--- src/rtl/oac_pkg.sv ---
package oac_pkg;

  typedef enum logic [1:0] {
    EXC_NONE = 2'd0,
    EXC_SPEC = 2'd1,
    EXC_ADDR = 2'd2,
    EXC_PROT = 2'd3
  } excCode_t;

  // Fault flags raised by the datapath for the current request
  typedef struct packed {
    logic specFault;
    logic addrFault;
    logic protFault;
  } faultFlags_t;

  // Strobes from control to datapath
  typedef struct packed {
    logic     capture;
    logic     clear;
    excCode_t code;
    logic     suppress;
    logic     terminate;
  } ctlStrobe_t;

endpackage

--- src/rtl/oac_datapath.sv ---
module oac_datapath
  import oac_pkg::*;
#(
  parameter int ADDR_W = 24,
  parameter int GPR_W  = 32,
  parameter int RNUM_W = 4,
  parameter int DISP_W = 12,
  parameter int LEN_W  = 8,
  parameter int KEY_W  = 4
) (
  input  logic                clk,
  input  logic                rstN,
  input  logic [RNUM_W-1:0]   idxSel,
  input  logic [RNUM_W-1:0]   baseSel,
  input  logic [DISP_W-1:0]   disp,
  input  logic [GPR_W-1:0]    gprDataIdx,
  input  logic [GPR_W-1:0]    gprDataBase,
  input  logic [LEN_W-1:0]    lenM1,
  input  logic                isVarLen,
  input  logic                pairOp,
  input  logic [RNUM_W-1:0]   firstReg,
  input  logic [ADDR_W:0]     memSize,
  input  logic [KEY_W-1:0]    storKey,
  input  logic [KEY_W-1:0]    progKey,
  input  logic                protectEn,
  input  ctlStrobe_t          strobe,
  output faultFlags_t         faults,
  output logic                resValid,
  output logic [ADDR_W-1:0]   effAddr,
  output excCode_t            excCode,
  output logic                suppress,
  output logic                terminate
);

  localparam int WORD_BYTES_M1 = 3;
  localparam int DISP_PAD      = ADDR_W - DISP_W;
  localparam int LEN_PAD       = ADDR_W - LEN_W;

  logic [ADDR_W-1:0] idxPart;
  logic [ADDR_W-1:0] basePart;
  logic [ADDR_W-1:0] dispPart;
  logic [ADDR_W-1:0] eaNext;
  logic [ADDR_W-1:0] spanPart;
  logic [ADDR_W-1:0] lastByte;
  logic              firstOut;
  logic              lastOut;
  logic              unusedBits;

  // Address components: a zero field contributes nothing
  always_comb begin
    idxPart  = (idxSel  == '0) ? '0 : gprDataIdx[ADDR_W-1:0];
    basePart = (baseSel == '0) ? '0 : gprDataBase[ADDR_W-1:0];
    dispPart = {{DISP_PAD{1'b0}}, disp};
    eaNext   = idxPart + basePart + dispPart;
  end

  // Span of the operand: full word or byte count from the length field
  always_comb begin
    spanPart = isVarLen ? {{LEN_PAD{1'b0}}, lenM1} : ADDR_W'(WORD_BYTES_M1);
    lastByte = eaNext + spanPart;
    firstOut = ({1'b0, eaNext}   >= memSize);
    lastOut  = ({1'b0, lastByte} >= memSize);
  end

  always_comb begin
    faults.specFault = (!isVarLen && (eaNext[1:0] != 2'b00)) || (pairOp && firstReg[0]);
    faults.addrFault = firstOut || lastOut;
    faults.protFault = protectEn && (progKey != '0) && (storKey != progKey);
  end

  assign unusedBits = ^{gprDataIdx[GPR_W-1:ADDR_W], gprDataBase[GPR_W-1:ADDR_W],
                        firstReg[RNUM_W-1:1]};

  // Result registers, loaded under control strobes
  always_ff @(posedge clk or negedge rstN) begin
    if (!rstN) begin
      resValid  <= 1'b0;
      effAddr   <= '0;
      excCode   <= EXC_NONE;
      suppress  <= 1'b0;
      terminate <= 1'b0;
    end else if (strobe.capture) begin
      resValid  <= 1'b1;
      effAddr   <= eaNext;
      excCode   <= strobe.code;
      suppress  <= strobe.suppress;
      terminate <= strobe.terminate;
    end else if (strobe.clear) begin
      resValid  <= 1'b0;
      excCode   <= EXC_NONE;
      suppress  <= 1'b0;
      terminate <= 1'b0;
    end
  end

  AST_ADDR_TERMINATES: assert property (@(posedge clk) disable iff (!rstN)
    (resValid && excCode == EXC_ADDR) |-> (terminate && !suppress));

  AST_SPEC_SUPPRESSES: assert property (@(posedge clk) disable iff (!rstN)
    (resValid && excCode == EXC_SPEC) |-> (suppress && !terminate));

  AST_CLEAN_NO_ACTION: assert property (@(posedge clk) disable iff (!rstN)
    (resValid && excCode == EXC_NONE) |-> (!suppress && !terminate));

endmodule

--- src/rtl/oac_control.sv ---
module oac_control
  import oac_pkg::*;
(
  input  logic        clk,
  input  logic        rstN,
  input  logic        chkValid,
  input  logic        ssVarLen,
  input  faultFlags_t faults,
  output ctlStrobe_t  strobe
);

  excCode_t pickCode;

  // Fixed priority: specification, addressing, protection
  always_comb begin
    if (faults.specFault)      pickCode = EXC_SPEC;
    else if (faults.addrFault) pickCode = EXC_ADDR;
    else if (faults.protFault) pickCode = EXC_PROT;
    else                       pickCode = EXC_NONE;
  end

  always_comb begin
    strobe.capture   = chkValid;
    strobe.clear     = !chkValid;
    strobe.code      = pickCode;
    strobe.suppress  = 1'b0;
    strobe.terminate = 1'b0;
    unique case (pickCode)
      EXC_SPEC: strobe.suppress  = 1'b1;
      EXC_ADDR: strobe.terminate = 1'b1;
      EXC_PROT: begin
        strobe.suppress  = !ssVarLen;
        strobe.terminate = ssVarLen;
      end
      default: ;
    endcase
  end

  AST_STROBE_ONE_ACTION: assert property (@(posedge clk) disable iff (!rstN)
    !(strobe.suppress && strobe.terminate));

  AST_PROT_SS_TERMINATES: assert property (@(posedge clk) disable iff (!rstN)
    (chkValid && ssVarLen && faults.protFault && !faults.specFault && !faults.addrFault)
      |-> (strobe.terminate && strobe.code == EXC_PROT));

endmodule

--- src/rtl/opnd_access_check.sv ---
module opnd_access_check
  import oac_pkg::*;
#(
  parameter int ADDR_W = 24,
  parameter int GPR_W  = 32,
  parameter int RNUM_W = 4,
  parameter int DISP_W = 12,
  parameter int LEN_W  = 8,
  parameter int KEY_W  = 4
) (
  input  logic              clk,
  input  logic              rstN,
  input  logic              chkValid,
  input  logic [RNUM_W-1:0] idxSel,
  input  logic [RNUM_W-1:0] baseSel,
  input  logic [DISP_W-1:0] disp,
  output logic [RNUM_W-1:0] gprAddrIdx,
  input  logic [GPR_W-1:0]  gprDataIdx,
  output logic [RNUM_W-1:0] gprAddrBase,
  input  logic [GPR_W-1:0]  gprDataBase,
  input  logic [LEN_W-1:0]  lenM1,
  input  logic              isVarLen,
  input  logic              pairOp,
  input  logic [RNUM_W-1:0] firstReg,
  input  logic [ADDR_W:0]   memSize,
  input  logic [KEY_W-1:0]  storKey,
  input  logic [KEY_W-1:0]  progKey,
  input  logic              protectEn,
  input  logic              ssVarLen,
  output logic              resValid,
  output logic [ADDR_W-1:0] effAddr,
  output logic [1:0]        excCode,
  output logic              suppress,
  output logic              terminate
);

  faultFlags_t faults;
  ctlStrobe_t  strobe;
  excCode_t    codeReg;

  assign gprAddrIdx  = idxSel;
  assign gprAddrBase = baseSel;
  assign excCode     = codeReg;

  oac_datapath #(
    .ADDR_W(ADDR_W), .GPR_W(GPR_W), .RNUM_W(RNUM_W),
    .DISP_W(DISP_W), .LEN_W(LEN_W), .KEY_W(KEY_W)
  ) uDatapath (
    .clk(clk), .rstN(rstN),
    .idxSel(idxSel), .baseSel(baseSel), .disp(disp),
    .gprDataIdx(gprDataIdx), .gprDataBase(gprDataBase),
    .lenM1(lenM1), .isVarLen(isVarLen), .pairOp(pairOp), .firstReg(firstReg),
    .memSize(memSize), .storKey(storKey), .progKey(progKey), .protectEn(protectEn),
    .strobe(strobe), .faults(faults),
    .resValid(resValid), .effAddr(effAddr), .excCode(codeReg),
    .suppress(suppress), .terminate(terminate)
  );

  oac_control uControl (
    .clk(clk), .rstN(rstN),
    .chkValid(chkValid), .ssVarLen(ssVarLen),
    .faults(faults), .strobe(strobe)
  );

  AST_VALID_NEXT: assert property (@(posedge clk) disable iff (!rstN)
    chkValid |=> resValid);

  AST_IDLE_QUIET: assert property (@(posedge clk) disable iff (!rstN)
    !resValid |-> (excCode == 2'd0 && !suppress && !terminate));

  AST_SINGLE_ACTION: assert property (@(posedge clk) disable iff (!rstN)
    !(suppress && terminate));

  AST_ZERO_FIELDS: assert property (@(posedge clk) disable iff (!rstN)
    (chkValid && idxSel == '0 && baseSel == '0)
      |=> (effAddr == ADDR_W'($past(disp))));

  AST_ODD_PAIR_WINS: assert property (@(posedge clk) disable iff (!rstN)
    (chkValid && pairOp && firstReg[0]) |=> (excCode == 2'd1));

  AST_PROT_OFF: assert property (@(posedge clk) disable iff (!rstN)
    (chkValid && (!protectEn || progKey == '0)) |=> (excCode != 2'd3));

endmodule

--- config.mk ---
export PLATFORM = sky130hd
export DESIGN_NAME = opnd_access_check
export DESIGN_NICKNAME = d
export VERILOG_FILES = /design/src/rtl/oac_pkg.sv /design/src/rtl/oac_datapath.sv /design/src/rtl/oac_control.sv /design/src/rtl/opnd_access_check.sv
export SDC_FILE = /design/constraint.sdc
export NUM_CORES = 1
export LEC_CHECK = 0
export BUFFER_PORTS_ARGS = -buffer_cell sky130_fd_sc_hd__buf_2
export CORE_MARGIN = 10
export CORE_UTILIZATION = 57
export CTS_BUF_LIST = sky130_fd_sc_hd__clkbuf_8
export CTS_CLUSTER_DIAMETER = 50
export DETAILED_ROUTE_END_ITERATION = 8
export PLACE_DENSITY = 0.95
export SETUP_SLACK_MARGIN = 0.5
export SLEW_MARGIN = 20
export SYNTH_ARGS = -nofsm -noshare
export SYNTH_HDL_FRONTEND = slang
export SYNTH_SLANG_ARGS = --single-unit
--- constraint.sdc ---
create_clock -name clk -period 1.59 [get_ports clk]
set_input_delay 0.2385 -clock clk [delete_from_list [all_inputs] [get_ports clk]]
set_output_delay 0.2385 -clock clk [all_outputs]
set_load 0.05 [all_outputs]
==> impl_metrics.env, run 1 <==
export IMPL_syn_area_um2=5050
export IMPL_error_line="[ERROR GRT-0232] Routing congestion too high. Check the congestion heatmap in the GUI."
export IMPL_die_w_um=114
export IMPL_pin_count=173
export IMPL_overflow=918
export IMPL_failed_stage="5_1_grt"
export IMPL_fp_dieH_um=114
export IMPL_initial_core_util_pct=58.2
export IMPL_grt_max_degree=30
export IMPL_status="did not finish"
export IMPL_cts_made_buffers=5
export IMPL_clockRootBuffer="clkbuf_8"
export IMPL_ys_ff_latch=29
export IMPL_grtUsageTotal_pct=89.9
export IMPL_yosys_warnings=0
export IMPL_async_flop_share_pct=100
export IMPL_syn_area_per_cell_um2=8.64
export IMPL_portBuffers=153
export IMPL_synthFlopType="dfrtp_1"
export IMPL_synthesis_nets=824
export IMPL_place_congestion=0.990
export IMPL_ys_seq_area_share_pct=14.4
export IMPL_synth_edff_count=0
export IMPL_syn_inst=585
export IMPL_rows=34
export IMPL_clockBufferDepth=2
export IMPL_htreeDepth=2
export IMPL_dp_slack_ns=-4.62
export IMPL_dpl_hpwl_mm=16.4
export IMPL_clock_sinks=29
export IMPL_ys_types=71
layer usage:
metal / overflow / global-route usage [%]
met5: 0 / 34.9
met4: 210 / 101
met3: 9 / 71.7
met2: 689 / 118
met1: 10 / 77.8
cells by family after synthesis:
kind of cell / share of synthesized area (%)
simple gates: 21.2
compound gates: 18.3
fa+ha+maj: 27.6
buf+inv: 6.02
xor+xnor: 7.43
flops: 14.4
mux: 5.05
timing repair:
item                       CTS
gates resized for setup    149
hold buffers                 1
setup endpoints to repair   57
hold endpoints to repair     6
setup buffers               43
pin swaps                   21
stage by stage:
stage	cell area (um2)	std cells	util (%)	setup TNS [ns]	hold WS [ns]
after CTS	8010	995	92.3	-48.26	0.269
after detailed placement	6950	943	80.1	-60.99	0.293
after floorplan	5340	585	-	-44.17	-0.0571
after global placement	6950	943	80.1	-54.65	0.272
synth_stat cells, types with 4 or more instances:
cell type / count / area share (%)
clkbuf_1: 12 / 0.89
nor3_1: 11 / 1.1
nor4_1: 7 / 0.87
o21a_1: 8 / 1.2
nor2b_1: 53 / 6.6
nand4_1: 13 / 1.6
a21o_1: 24 / 3.6
a21oi_1: 39 / 3.9
a211oi_1: 4 / 0.59
fa_1: 14 / 5.5
and2_1: 10 / 1.2
nand3_1: 14 / 1.4
and3_1: 5 / 0.62
a31oi_1: 4 / 0.50
inv_1: 37 / 2.7
buf_4: 9 / 1.3
o21ai_0: 16 / 1.6
xor2_1: 15 / 2.6
ha_1: 89 / 22
dfrtp_1: 29 / 14
o21ai_1: 4 / 0.40
nor2_1: 31 / 2.3
nand2b_1: 9 / 1.1
a211o_1: 4 / 0.69
mux2_2: 20 / 4.5
xnor2_1: 26 / 4.5
nand2_1: 17 / 1.3
==> run 2: changes to the inputs <==
- CORE_UTILIZATION: 57 -> 40
- CTS_BUF_LIST: sky130_fd_sc_hd__clkbuf_8 -> default
- CTS_CLUSTER_DIAMETER: 50 -> default
- PLACE_DENSITY: 0.95 -> default
- PLACE_DENSITY_LB_ADDON: default -> 0.15
- SETUP_SLACK_MARGIN: 0.5 -> default
==> run 2 against run 1 <==
The flow now finishes, with violations (setup timing); synthesized cell count unchanged; synthesized area unchanged.
==> impl_metrics.env, run 2 <==
export IMPL_status="complete, but fails checks"
export IMPL_violations="setup timing"
export IMPL_clockBufferDepth=2
export IMPL_ys_seq_area_share_pct=14.4
export IMPL_synth_area_leaders="ha_1, dfrtp_1, nor2b_1"
export IMPL_synth_common_cells="ha_1, nor2b_1, a21oi_1"
export IMPL_fp_coreArea_um2=12200
export IMPL_place_inst=1009
export IMPL_wirelength_mm=16.1
export IMPL_sw_frac_of_total_pct=45.8
export IMPL_grt_max_degree=30
export IMPL_n_antenna_cell=0
export IMPL_die_area_um2=17500
export IMPL_drt_pass1_iter_count=4
export IMPL_p_leak_nw=4.09
export IMPL_min_path_type="in -> reg"
export IMPL_vias=5274
export IMPL_whs_ns=0.224
export IMPL_end_kind="flip-flop"
export IMPL_p_comb_share_pct=80.1
export IMPL_layout_common_cells="buf_2, buf_4, ha_1, nor2b_1, inv_1"
export IMPL_overflow=0
export IMPL_syn_area_um2=5050
export IMPL_p_total_mw=10.5
export IMPL_max_slew_margin_pct=59.0
export IMPL_worst_ep_arrival_time_ns=5.57
export IMPL_insertion_delay_ns=0.27
export IMPL_worst_endpoint_required_ns=1.78
export IMPL_portBuffers=153
export IMPL_power_internal_mw=5.69
export IMPL_finalSetupViolations=28
export IMPL_cts_tree="yes"
export IMPL_grtUsageTotal_pct=16.6
export IMPL_crit_path_top_delay_cell="fa_2"
export IMPL_largest_register_ffs=24
export IMPL_die_w_um=132
export IMPL_layout_setup_ws_ns=-3.79
export IMPL_dpl_hpwl_mm=13.1
export IMPL_pwr_share_clk_pct=9.0
export IMPL_drc=0
export IMPL_p_sw_mw=4.81
export IMPL_skew_ns=0
export IMPL_area_growth_pct=61.5
export IMPL_finalHoldViolations=0
export IMPL_pin_count=173
export IMPL_final_common_cell="buf_2"
export IMPL_ys_types=71
export IMPL_synth_top_cell_by_area="ha_1"
export IMPL_syn_inst=585
export IMPL_finalCritPeriodShare_pct=338
export IMPL_dp_slack_ns=-4.17
export IMPL_fin_nets=1126
export IMPL_ant_nets=0
export IMPL_clockRootBuffer="clkbuf_16"
export IMPL_pwr_share_seq_pct=10.9
export IMPL_vias_per_cell=4.99
export IMPL_rows=40
export IMPL_final_cells=1056
export IMPL_grt_pass1_vias=5426
export IMPL_htreeDepth=2
export IMPL_initial_core_util_pct=41.4
export IMPL_rsz0062_at_grt="true"
export IMPL_largestRegisters="uDatapath.effAddr (24), uDatapath.excCode (2)"
export IMPL_synth_top_area_share_pct=22.0
export IMPL_ir_worst_vdd_v=0.000584
export IMPL_power_density_nw_per_um2=1290
export IMPL_cts_made_buffers=5
export IMPL_synthFlopType="dfrtp_1"
export IMPL_clk_pin_slew_ns=0.05
export IMPL_grt_pass1_wl_mm=25.4
export IMPL_maxCapViolCount=0
export IMPL_ys_ff_latch=29
export IMPL_first_iter_violations=255
export IMPL_yosysMostFrequentCell="ha_1"
export IMPL_max_flop_register="uDatapath.effAddr"
export IMPL_clock_sinks=29
export IMPL_synthesis_nets=824
export IMPL_wl_per_cell_um=15.2
export IMPL_async_flop_share_pct=100
export IMPL_critPathKind="in -> reg"
export IMPL_syn_area_per_cell_um2=8.64
export IMPL_worst_setup_path_start_kind="input pin"
export IMPL_fp_dieH_um=132
export IMPL_place_congestion=0.900
export IMPL_yosys_warnings=0
export IMPL_max_clock_freq_ghz=0.186
export IMPL_synth_edff_count=0
export IMPL_crit_top_cell="buf_6"
export IMPL_period_needed_ns=5.38
export IMPL_worst_pin_slew_ns=0.614
export IMPL_drive_above_1_share_pct=50.7
export IMPL_antenna_found_initial=0
export IMPL_cp_max_fo=3
export IMPL_drv_slew=0
export IMPL_slowest_delay_ns=0.49
## run 2: cell counts after synthesis
No cell type changed its count.
## run 2: cells by family after synthesis
family	synth area share (%)
and+or+nand+nor	21.2
AOI/OAI and AO/OA	18.3
adders and majority gates	27.6
buffers and inverters	6.02
xor gates and xnor gates	7.43
DFF	14.4
muxes	5.05
## run 2: critical path: cells and delay by family
| family | cells | cell delay, ns |
|---|---|---|
| adder cells (fa/ha/maj) | 4 | 1.35 |
| buffers and inverters | 23 | 2.61 |
| AND/OR/NAND/NOR | 3 | 0.51 |
| AO/OA/AOI/OAI | 4 | 0.82 |
## run 2: layout make-up
cell class	instances	area (um2)
Clock inverter	1	5.00
Tap cell	168	210
Timing Repair Buffer	322	2220
Fill cell	1027	4050
Multi-Input combinational cell	491	4700
Clock buffer	7	153
Inverter	38	143
Sequential cell	29	726
## run 2: timing repair
action	in CTS	in global routing
setup buffers	10	32
hold buffers	1	0
setup endpoints to repair	28	28
gates resized for setup	57	68
hold endpoints to repair	3	0
pin swaps	25	32
## run 2: metrics by stage
stage          cell area [um2]  setup TNS (ns)  utilization [%]
2_1_floorplan             5340          -44.17                -
3_3_place_gp              7090          -54.86             58.1
3_5_place_dp              7090          -56.89             58.1
4_1_cts                   7630          -45.43             62.5
5_1_grt                   8160          -52.20             66.8
6_report                  8160          -48.40             66.8
## run 2: path summary, 6_finish.rpt
path,from,to,slack (ns),cells after the start
setup / recovery,baseSel[1],uDatapath.terminate$_DFF_PN0_,-3.79,34
hold / removal,ssVarLen,uDatapath.terminate$_DFF_PN0_,0.22,3
setup reg to reg,uDatapath.effAddr[4]$_DFFE_PN0P_,uDatapath.effAddr[4]$_DFFE_PN0P_,0.81,1
hold reg to reg,uDatapath.effAddr[0]$_DFFE_PN0P_,uDatapath.effAddr[0]$_DFFE_PN0P_,0.50,1
max in group asynchronous,rstN,uDatapath.effAddr[5]$_DFFE_PN0P_,0.66,2
min in group asynchronous,rstN,uDatapath.effAddr[19]$_DFFE_PN0P_,0.52,2
## run 2: layer usage
metal | track usage [%] | part of all wire (%) | up-vias
met5 | 0 | 0 | -
met4 | 2.69 | 1.2 | 0
met3 | 2.78 | 4.2 | 16
met2 | 28.9 | 48 | 129
met1 | 21.2 | 46 | 2430
li1 | - | - | 2699
## run 2: power groups by stage
stage | Clock, mW | Combinational (mW) | Sequential, mW
floorplan | 0 | 3.69 | 2.11
global placement | 0 | 6.91 | 1.15
detailed placement | 0 | 7.09 | 1.15
CTS | 0.969 | 7.52 | 1.14
global route | 0.998 | 9.14 | 1.18
finish | 0.949 | 8.41 | 1.14
Power figures use the tool's default switching activity.
==> run 3: changes to the inputs <==
- ABC_AREA: default -> 1
- CORE_MARGIN: 10 -> 2
==> run 3 against run 2 <==
The flow finishes with violations (hold timing, setup timing); final area is 8.8% higher; global-route usage rose by 5.5 points; wire length increased by 1.5%; critical path type unchanged; largest power group unchanged; highest routed layer unchanged.
==> impl_metrics.env, run 3 <==
export IMPL_status="complete, but fails checks"
export IMPL_violations="hold timing, setup timing"
export IMPL_whs_ns=-0.0151
export IMPL_pin_count=173
export IMPL_synth_top_cell_by_area="ha_1"
export IMPL_dpl_hpwl_mm=13.7
export IMPL_clk_pin_slew_ns=0.05
export IMPL_n_antenna_cell=0
export IMPL_fin_nets=1441
export IMPL_async_flop_share_pct=100
export IMPL_ant_nets=0
export IMPL_clockBufferDepth=2
export IMPL_crit_start="baseSel[2]"
export IMPL_finalSetupViolations=26
export IMPL_final_common_cell="nand2_1"
export IMPL_drive_above_1_share_pct=42.3
export IMPL_synth_edff_count=0
export IMPL_synth_common_cells="nand2_1, inv_1, nor2_1"
export IMPL_worst_pin_slew_ns=0.654
export IMPL_area_growth_pct=58.3
export IMPL_max_flop_register="uDatapath.effAddr"
export IMPL_die_area_um2=15000
export IMPL_finalCritPeriodShare_pct=280
export IMPL_max_clock_freq_ghz=0.225
export IMPL_worst_setup_path_start_kind="input pin"
export IMPL_finalHoldViolations=29
export IMPL_ys_ff_latch=29
export IMPL_grt_pass1_vias=6299
export IMPL_r2r_end="uDatapath.effAddr[13]$_DFFE_PN0P_"
export IMPL_vias_per_cell=4.65
export IMPL_layout_setup_ws_ns=-2.86
export IMPL_clockRootBuffer="clkbuf_16"
export IMPL_place_congestion=0.869
export IMPL_rows=43
export IMPL_wl_per_cell_um=11.8
export IMPL_power_density_nw_per_um2=1130
export IMPL_skew_ns=0
export IMPL_syn_inst=908
export IMPL_cts_made_buffers=5
export IMPL_r2r_start="uDatapath.effAddr[13]$_DFFE_PN0P_"
export IMPL_place_inst=1357
export IMPL_wirelength_mm=16.3
export IMPL_end_kind="flip-flop"
export IMPL_crit_top_cell="nand2_1"
export IMPL_max_slew_margin_pct=56.4
export IMPL_largestRegisters="uDatapath.effAddr (24), uDatapath.excCode (2)"
export IMPL_largest_register_ffs=24
export IMPL_ys_seq_area_share_pct=12.9
export IMPL_grtUsageTotal_pct=22.1
export IMPL_htreeDepth=2
export IMPL_clock_sinks=29
export IMPL_drc=0
export IMPL_synthesis_nets=1147
export IMPL_rr_worst_depth=2
export IMPL_fp_dieH_um=122
export IMPL_ys_types=37
export IMPL_cts_tree="yes"
export IMPL_min_path_type="in -> async"
export IMPL_initial_core_util_pct=40.7
export IMPL_worst_ep_arrival_time_ns=4.66
export IMPL_reg2reg_slack_ns=0.83
export IMPL_rsz0062_at_grt="true"
export IMPL_grt_pass1_wl_mm=26.9
export IMPL_first_iter_violations=223
export IMPL_period_needed_ns=4.45
export IMPL_fp_coreArea_um2=13800
export IMPL_synth_top_area_share_pct=19.9
export IMPL_synth_area_leaders="ha_1, nand2_1, dfrtp_1"
export IMPL_fill_cells=1306
export IMPL_synthFlopType="dfrtp_1"
export IMPL_hold_buffers=0
export IMPL_syn_area_um2=5610
export IMPL_maxCapViolCount=0
export IMPL_vias=6437
export IMPL_layout_common_cells="nand2_1, inv_1, buf_2, buf_4, nor2_1"
export IMPL_insertion_delay_ns=0.27
export IMPL_overflow=0
export IMPL_antenna_found_initial=0
export IMPL_final_cells=1383
export IMPL_yosysMostFrequentCell="nand2_1"
export IMPL_syn_area_per_cell_um2=6.17
export IMPL_p_leak_nw=5.02
export IMPL_worst_endpoint_required_ns=1.80
export IMPL_slowest_delay_ns=0.43
export IMPL_critPathKind="in -> reg"
export IMPL_endpoint="uDatapath.terminate$_DFF_PN0_"
export IMPL_ir_worst_vdd_v=0.000452
export IMPL_die_w_um=122
export IMPL_yosys_warnings=0
export IMPL_portBuffers=153
export IMPL_drt_pass1_iter_count=4
export IMPL_crit_path_top_delay_cell="fa_2"
export IMPL_cp_max_fo=5
export IMPL_grt_max_degree=38
export IMPL_drv_slew=0
[run 3: worst min path at each step]
stage	end	slack, ns	cells after the start	from
after global placement	uDatapath.effAddr[3]$_DFFE_PN0P_	0.30	1	rstN
final	uDatapath.effAddr[2]$_DFFE_PN0P_	-0.02	1	rstN
after floorplan	uDatapath.effAddr[0]$_DFFE_PN0P_	-0.06	0	rstN
after global routing	uDatapath.effAddr[2]$_DFFE_PN0P_	0.07	1	rstN
after CTS	uDatapath.effAddr[2]$_DFFE_PN0P_	0.008	1	rstN
after detailed placement	uDatapath.effAddr[1]$_DFFE_PN0P_	0.30	1	rstN
[run 3: metrics by stage]
stage          util, %  area (um2)  setup WS, ns  setup TNS (ns)  power, mW
6_report          64.5        8880         -2.86          -30.06       10.1
4_1_cts           61.7        8500         -2.78          -29.97       9.61
3_5_place_dp      56.9        7840         -3.18          -40.77       8.20
2_1_floorplan        -        5960         -2.77          -25.07       5.62
5_1_grt           64.5        8880         -3.18          -34.41       11.0
3_3_place_gp      56.9        7840         -3.06          -38.97       8.10
[run 3: cell families after synthesis]
logic type	Yosys count	share of synthesized area, %
AOI/OAI and AO/OA	83	8.08
adders and majority gates	103	24.9
DFF	29	12.9
and+or+nand+nor	458	35.2
buffers and inverters	205	14.3
xor gates and xnor gates	30	4.69
[run 3: report_power, final]
| part | total [mW] | internal [mW] | switching [mW] | leakage [nW] |
|---|---|---|---|---|
| Combinational | 8.12 | 3.58 | 4.55 | 4.60 |
| Clock | 0.907 | 0.573 | 0.334 | 0.0706 |
| Sequential | 1.03 | 0.931 | 0.100 | 0.353 |
[run 3: repair_timing]
item | in CTS | in global routing
gates cloned | 0 | 0
setup buffers | 17 | 6
endpoints found under the setup margin | 26 | 26
pin swaps | 56 | 37
resized for setup | 105 | 91
[run 3: worst max-delay path: cells and delay by family]
family                     cells  cell delay (ns)
xor gates and xnor gates       1             0.14
buffers and inverters          6             0.55
adders and majority gates      5             1.43
AOI/OAI and AO/OA              2             0.30
and+or+nand+nor               20             2.01
[run 3: final cells by class]
cell class | count | area, um2 | area share, %
flip-flops and latches | 29 | 726 | 8.17
clock buffers | 6 | 129 | 1.45
multi-input cells | 674 | 5020 | 56.6
clock inverters | 2 | 10.0 | 0.113
well taps | 180 | 225 | 2.54
repair buffers | 304 | 2050 | 23.0
inverters | 188 | 721 | 8.12
[run 3: metal layers]
| layer | track usage (%) | wire length [um] | vias up |
|---|---|---|---|
| li1 | - | - | 3431 |
| met1 | 28.6 | 7550 | 2844 |
| met2 | 39.9 | 7810 | 144 |
| met3 | 1.25 | 656 | 18 |
| met4 | 5.53 | 274 | 0 |
| met5 | 0 | 0 | - |
